[src/rtl/scl_gen_pkg.sv]
package scl_gen_pkg;
    localparam int MANT_W  = 8;
    localparam int EXP_W   = 3;
    localparam int LO_LSB  = 0;
    localparam int HI_LSB  = 8;
    localparam int EXP_LSB = 16;
    localparam int CFG_W   = EXP_LSB + EXP_W;

    typedef enum logic [1:0] {
        PH_IDLE = 2'd0,
        PH_LOW  = 2'd1,
        PH_HIGH = 2'd2
    } scl_phase_e;
endpackage

[src/rtl/scl_cfg_unpack.sv]
module scl_cfg_unpack
    import scl_gen_pkg::*;
#(
    parameter int OFFSET    = 4,
    parameter int CKDIV_MAX = 5,
    parameter int CNT_W     = 13
) (
    input  logic [CFG_W-1:0] cfg_i,
    output logic [CNT_W-1:0] len_lo_o,
    output logic [CNT_W-1:0] len_hi_o
);
    localparam logic [EXP_W-1:0] EXP_CAP = EXP_W'(CKDIV_MAX);
    localparam logic [CNT_W-1:0] OFF_C   = CNT_W'(OFFSET);
    localparam int               LSB_TAB [2] = '{LO_LSB, HI_LSB};

    logic [EXP_W-1:0]  exp_raw;
    logic [EXP_W-1:0]  exp_eff;
    logic [MANT_W-1:0] mant [2];
    logic [CNT_W-1:0]  len  [2];

    assign exp_raw = cfg_i[EXP_LSB +: EXP_W];
    // exponent saturates at the build-time cap
    assign exp_eff = (exp_raw > EXP_CAP) ? EXP_CAP : exp_raw;

    for (genvar g = 0; g < 2; g++) begin : g_len
        assign mant[g] = cfg_i[LSB_TAB[g] +: MANT_W];
        assign len[g]  = (CNT_W'(mant[g]) << exp_eff) + OFF_C;
    end

    assign len_lo_o = len[0];
    assign len_hi_o = len[1];
endmodule

[src/rtl/scl_phase_ctl.sv]
module scl_phase_ctl
    import scl_gen_pkg::*;
#(
    parameter int CNT_W = 13
) (
    input  logic             clk_i,
    input  logic             rst_ni,
    input  logic             run_i,
    input  logic             stop_i,
    input  logic [CNT_W-1:0] len_lo_i,
    input  logic [CNT_W-1:0] len_hi_i,
    output logic             scl_o,
    output logic             busy_o,
    output logic             drive_stb_o,
    output logic             sample_stb_o,
    output logic             adv_stb_o
);
    localparam logic [CNT_W-1:0] ONE = CNT_W'(1);

    typedef struct packed {
        scl_phase_e       ph;
        logic [CNT_W-1:0] cnt;
        logic [CNT_W-1:0] lo_len;
        logic [CNT_W-1:0] hi_len;
        logic             stop_pend;
    } ctl_state_t;

    localparam ctl_state_t RST_VAL = '{
        ph: PH_IDLE, cnt: '0, lo_len: '0, hi_len: '0, stop_pend: 1'b0
    };

    ctl_state_t st_d, st_q;
    logic       last_c;
    logic       pend_c;

    assign last_c = (st_q.cnt == '0);

    always_comb begin
        st_d   = st_q;
        pend_c = st_q.stop_pend | stop_i;
        unique case (st_q.ph)
            PH_IDLE: begin
                st_d.cnt       = '0;
                st_d.stop_pend = 1'b0;
                if (run_i) begin
                    st_d.ph     = PH_LOW;
                    st_d.lo_len = len_lo_i;
                    st_d.hi_len = len_hi_i;
                    st_d.cnt    = len_lo_i - ONE;
                end
            end
            PH_LOW: begin
                st_d.stop_pend = pend_c;
                if (last_c) begin
                    st_d.ph  = PH_HIGH;
                    st_d.cnt = st_q.hi_len - ONE;
                end else begin
                    st_d.cnt = st_q.cnt - ONE;
                end
            end
            PH_HIGH: begin
                st_d.stop_pend = pend_c;
                if (last_c) begin
                    if (pend_c) begin
                        st_d = RST_VAL;
                    end else begin
                        // new timing is taken only here
                        st_d.ph     = PH_LOW;
                        st_d.lo_len = len_lo_i;
                        st_d.hi_len = len_hi_i;
                        st_d.cnt    = len_lo_i - ONE;
                    end
                end else begin
                    st_d.cnt = st_q.cnt - ONE;
                end
            end
            default: st_d = RST_VAL;
        endcase
    end

    always_ff @(posedge clk_i or negedge rst_ni) begin
        if (!rst_ni) st_q <= RST_VAL;
        else         st_q <= st_d;
    end

    assign busy_o       = (st_q.ph != PH_IDLE);
    assign scl_o        = (st_q.ph != PH_LOW);
    assign adv_stb_o    = busy_o && last_c;
    assign drive_stb_o  = (st_q.ph == PH_LOW)  && (st_q.cnt == (st_q.lo_len >> 1));
    assign sample_stb_o = (st_q.ph == PH_HIGH) && (st_q.cnt == (st_q.hi_len >> 1));
endmodule

[src/rtl/scl_clock_gen.sv]
module scl_clock_gen #(
    parameter int OFFSET    = 4,
    parameter int CKDIV_MAX = 5
) (
    input  logic                         clk_i,
    input  logic                         rst_ni,
    input  logic [scl_gen_pkg::CFG_W-1:0] timing_cfg_i,
    input  logic                         run_i,
    input  logic                         stop_i,
    output logic                         scl_o,
    output logic                         busy_o,
    output logic                         drive_stb_o,
    output logic                         sample_stb_o,
    output logic                         adv_stb_o
);
    localparam int LEN_MAX = ((2 ** scl_gen_pkg::MANT_W) - 1) * (2 ** CKDIV_MAX) + OFFSET;
    localparam int CNT_W   = $clog2(LEN_MAX + 1);

    logic [CNT_W-1:0] len_lo;
    logic [CNT_W-1:0] len_hi;

    scl_cfg_unpack #(
        .OFFSET   (OFFSET),
        .CKDIV_MAX(CKDIV_MAX),
        .CNT_W    (CNT_W)
    ) u_unpack (
        .cfg_i   (timing_cfg_i),
        .len_lo_o(len_lo),
        .len_hi_o(len_hi)
    );

    scl_phase_ctl #(
        .CNT_W(CNT_W)
    ) u_ctl (
        .clk_i       (clk_i),
        .rst_ni      (rst_ni),
        .run_i       (run_i),
        .stop_i      (stop_i),
        .len_lo_i    (len_lo),
        .len_hi_i    (len_hi),
        .scl_o       (scl_o),
        .busy_o      (busy_o),
        .drive_stb_o (drive_stb_o),
        .sample_stb_o(sample_stb_o),
        .adv_stb_o   (adv_stb_o)
    );
endmodule

[config.mk]
export PLATFORM = sky130hd
export DESIGN_NAME = scl_clock_gen
export DESIGN_NICKNAME = d
export VERILOG_FILES = /design/src/rtl/scl_gen_pkg.sv /design/src/rtl/scl_cfg_unpack.sv /design/src/rtl/scl_phase_ctl.sv /design/src/rtl/scl_clock_gen.sv
export SDC_FILE = /design/constraint.sdc
export NUM_CORES = 1
export LEC_CHECK = 0
export ABC_AREA = 1
export CORE_UTILIZATION = 38
export DETAILED_ROUTE_END_ITERATION = 10
export DONT_BUFFER_PORTS = 1
export GPL_ROUTABILITY_DRIVEN = 1
export PLACE_DENSITY_LB_ADDON = 0.2
export SYNTH_ARGS = -nofsm -noshare
export SYNTH_HDL_FRONTEND = slang
export SYNTH_HIERARCHICAL = 1
export SYNTH_SLANG_ARGS = --single-unit
export TNS_END_PERCENT = 1
[constraint.sdc]
create_clock -name clk_i -period 1.66 [get_ports clk_i]
set_input_delay 0.332 -clock clk_i [delete_from_list [all_inputs] [get_ports clk_i]]
set_output_delay 0.332 -clock clk_i [all_outputs]
set_load 0.02 [all_outputs]
==> metrics.md <==
| Metric | Value |
|---|---|
| Outcome | finished, violations left |
| Failing checks | setup timing |
| H-Tree Depth | 2 |
| Post-route cell area | 6080 um^2 |
| YS warnings | 6 |
| Most common cell after layout, fill and taps aside | nand2_1 |
| Worst clock skew | 0.00840 ns |
| Via Count | 5189 |
| Die width | 110 um |
| Area Growth Syn to Fin | 37.5% |
| CP startpoint | timing_cfg_i[17] |
| Setup Viol. Count Final | 44 |
| Residual DRC | 0 |
| Syn Inst Count | 716 |
| Die Span Y | 110 um |
| 1st-iter DRT viols | 467 |
| Crit-path max FO | 5 |
| Flops & latches, synth | 41 |
| Cell Pwr Density | 1450 nW/um^2 |
| Site row count | 39 |
| Mapped Area | 4420 um^2 |
| Global route overflow | 0 |
| Startpoint types | input pin |
| CTS sink count | 41 |
| Fin crit share | 136% |
| TritonCTS Buffers | 5 |
| Final worst setup slack | -0.600 ns |
| Share of layout cells above drive strength 1 | 31.0% |
| TritonCTS clock tree | yes |
| Post-synth net total | 749 |
| Worst endpoint data arrival time | 2.43 ns |
| Final WL | 15.3 mm |
| Core area | 11400 um^2 |
| RSZ-0062 raised after global routing | true |
| Final Hold Viols | 0 |
| Routability congestion estimate | 0.938 |
| Hold path start | stop_i |
| Worst path max stage delay | 0.16 ns |
| F_max | 443 MHz |
| Maximum VDD drop | 761 uV |
| Largest net degree at the start of global routing | 42 |
| Initial core utilization | 38.9% |
| CP max stage cell | nor3_1 |
| Slew Viols, Final | 0 |
| Max cap viols | 0 |
| Worst reg2reg startpoint | u_ctl/st_q[31]$_DFF_PN0_ |
| Initial DRT Pass Iterations | 5 |
| Slew @ Worst Pin | 0.396 ns |
| Hpwl dp | 12.4 mm |
| Critical Path End Type | flop |
| Yosys cell types | 36 |
| Worst Hold Class | input pin to flop |
| Vias in the first global route | 5067 |
| Largest registers | u_ctl/st_q: 41 flops |
| Clock buffer depth | 2 |
| Placed Area | 5620 um^2 |
| Register name with the most flops | u_ctl/st_q |
| Total power draw | 8.81 mW |
| Port bufs | 0 |
| Slew Limit Headroom | 73.6% |
| Clk_lat worst skew | 0.29 ns |
| Syn avg cell area | 6.18 um^2 |
| Non-filler cells, final | 997 |
| CP required | 1.83 ns |
| Clk slew on worst S/H paths | 0.06 ns |
| DRT antenna net count | 0 |
| Number of nets in the layout | 888 |
| Worst-path cell chain | inv_1 > nor2_4 > inv_2 > nand3_2 > nand2_2 > nand2_2 > inv_2 > ha_4 > nand4_1 > nor2_4 > buf_4 > buf_4 > nand4_1 > nand2_2 > buf_4 > nor3_1 > nand3b_1 > xor2_1 > nand2_1 > nand2_1 > nor2_1 > nor2_1 |
| Pleak | 3.08 nW |
| Number of flip-flops in the largest register | 41 |
| Number of diodes | 0 |
| Dpl cells | 982 |
| Initial antenna violation count | 0 |
| First-pass GRT wire length | 24.9 mm |
| Routed length per placed instance | 15.4 um |
| Die ar. | 12100 um^2 |
| WS Path Type | input pin to flop |
| Clock root buffer | clkbuf_16 |
| Fin crit period | 2.26 ns |
| Most frequent cells in the layout | nand2_1, buf_4, nand3_1 |
| Vias per cell | 5.20 |
| Io pins | 28 |
| Sequential area share after synthesis | 23.2% |
| GRT Resource Usage Total | 26.7% |
cell families after synthesis:
group	count (synthesis)	synth area share (%)
fa+ha+maj	10	2.83
flops	41	23.2
buf+inv	126	12.6
compound gates	78	10.1
xor+xnor	25	4.95
simple gates	436	46.3
layer usage:
layer / global-route usage, % / share of wire [%] / vias to the layer above
met5: 0 / 0 / -
met4: 6.10 / 1.8 / 0
met3: 3.68 / 5.9 / 23
met2: 43.7 / 46 / 151
met1: 37.1 / 46 / 2400
li1: - / - / 2615
final timing paths:
kind                                                   end  slack, ns  cells after the start
worst max-delay path              u_ctl/st_q[37]$_DFF_PN0_      -0.60                     22
max in group asynchronous       u_ctl/st_q[23]$_DFFE_PN0P_       0.91                      2
worst max register to register  u_ctl/st_q[26]$_DFFE_PN0P_      -0.20                     10
worst min-delay path               u_ctl/st_q[0]$_DFF_PN0_       0.37                      3
min in group asynchronous        u_ctl/st_q[8]$_DFFE_PN0P_       0.53                      2
worst min register to register  u_ctl/st_q[23]$_DFFE_PN0P_       0.57                      2
worst max-delay path, delay by kind of cell:
kind / cells / cell delay [ns]
fa+ha+maj: 1 / 0.15
simple gates: 14 / 1.27
buf+inv: 6 / 0.53
xor+xnor: 1 / 0.15
metrics by stage:
stage | setup WS (ns) | util, % | hold WS, ns | setup TNS, ns
6_report | -0.600 | 53.5 | 0.370 | -8.20
3_3_place_gp | -0.741 | 49.5 | 0.0374 | -12.46
5_1_grt | -0.801 | 53.5 | 0.384 | -13.64
2_1_floorplan | -0.775 | - | 0.0364 | -7.28
3_5_place_dp | -0.839 | 49.5 | 0.0376 | -13.31
4_1_cts | -0.469 | 51.9 | 0.371 | -8.44
where the power goes:
| part | internal, mW | leakage [nW] | total, mW | switching, mW |
|---|---|---|---|---|
| Sequential | 1.35 | 0.548 | 1.82 | 0.467 |
| Clock | 0.538 | 0.0655 | 0.921 | 0.383 |
| Combinational | 2.61 | 2.47 | 6.07 | 3.47 |
area by class of cell:
| class | instances | area (um^2) |
|---|---|---|
| clock buffer | 5 | 125 |
| clock inverter | 1 | 5.00 |
| fill | 1142 | 5290 |
| inverter | 104 | 395 |
| multi-input combinational | 549 | 3120 |
| sequential | 41 | 1030 |
| tap | 143 | 179 |
| timing repair buffer | 154 | 1230 |
what timing repair did:
action / CTS / global route
gates resized for setup: 26 / 41
hold buffers: 2 / 0
hold endpoints to repair: 41 / 0
setup endpoints to repair: 44 / 44
pin swaps: 8 / 22
setup buffers: 2 / 5
Yosys cell counts:
cell | count | share of area (%)
dfrtp_1 | 41 | 23
nand3_1 | 112 | 13
a211oi_1 | 1 | 0.17
nand3_2 | 7 | 1.6
a21oi_1 | 13 | 1.5
buf_4 | 5 | 0.85
buf_2 | 6 | 0.68
nor2_1 | 72 | 6.1
nand3b_1 | 3 | 0.51
buf_6 | 6 | 1.5
o22ai_1 | 10 | 1.4
o21ai_0 | 23 | 2.6
a31oi_1 | 2 | 0.28
nand2_2 | 7 | 0.99
o21ai_1 | 18 | 2.0
inv_2 | 5 | 0.42
ha_1 | 10 | 2.8
o211ai_1 | 2 | 0.34
inv_1 | 98 | 8.3
o21ai_2 | 1 | 0.20
nor3_1 | 3 | 0.34
nor2_4 | 10 | 2.5
xor2_1 | 21 | 4.2
nor4_1 | 1 | 0.14
nand4_1 | 23 | 3.3
nand2_4 | 4 | 1.0
a221oi_1 | 7 | 1.4
clkinv_1 | 1 | 0.085
xnor2_1 | 4 | 0.79
or2_2 | 4 | 0.57
o2111ai_1 | 1 | 0.20
clkbuf_2 | 2 | 0.23
clkbuf_1 | 2 | 0.17
nor2_2 | 8 | 1.1
nand2_1 | 182 | 15
buf_8 | 1 | 0.34
No activity file was read; power rests on OpenSTA's default activity.
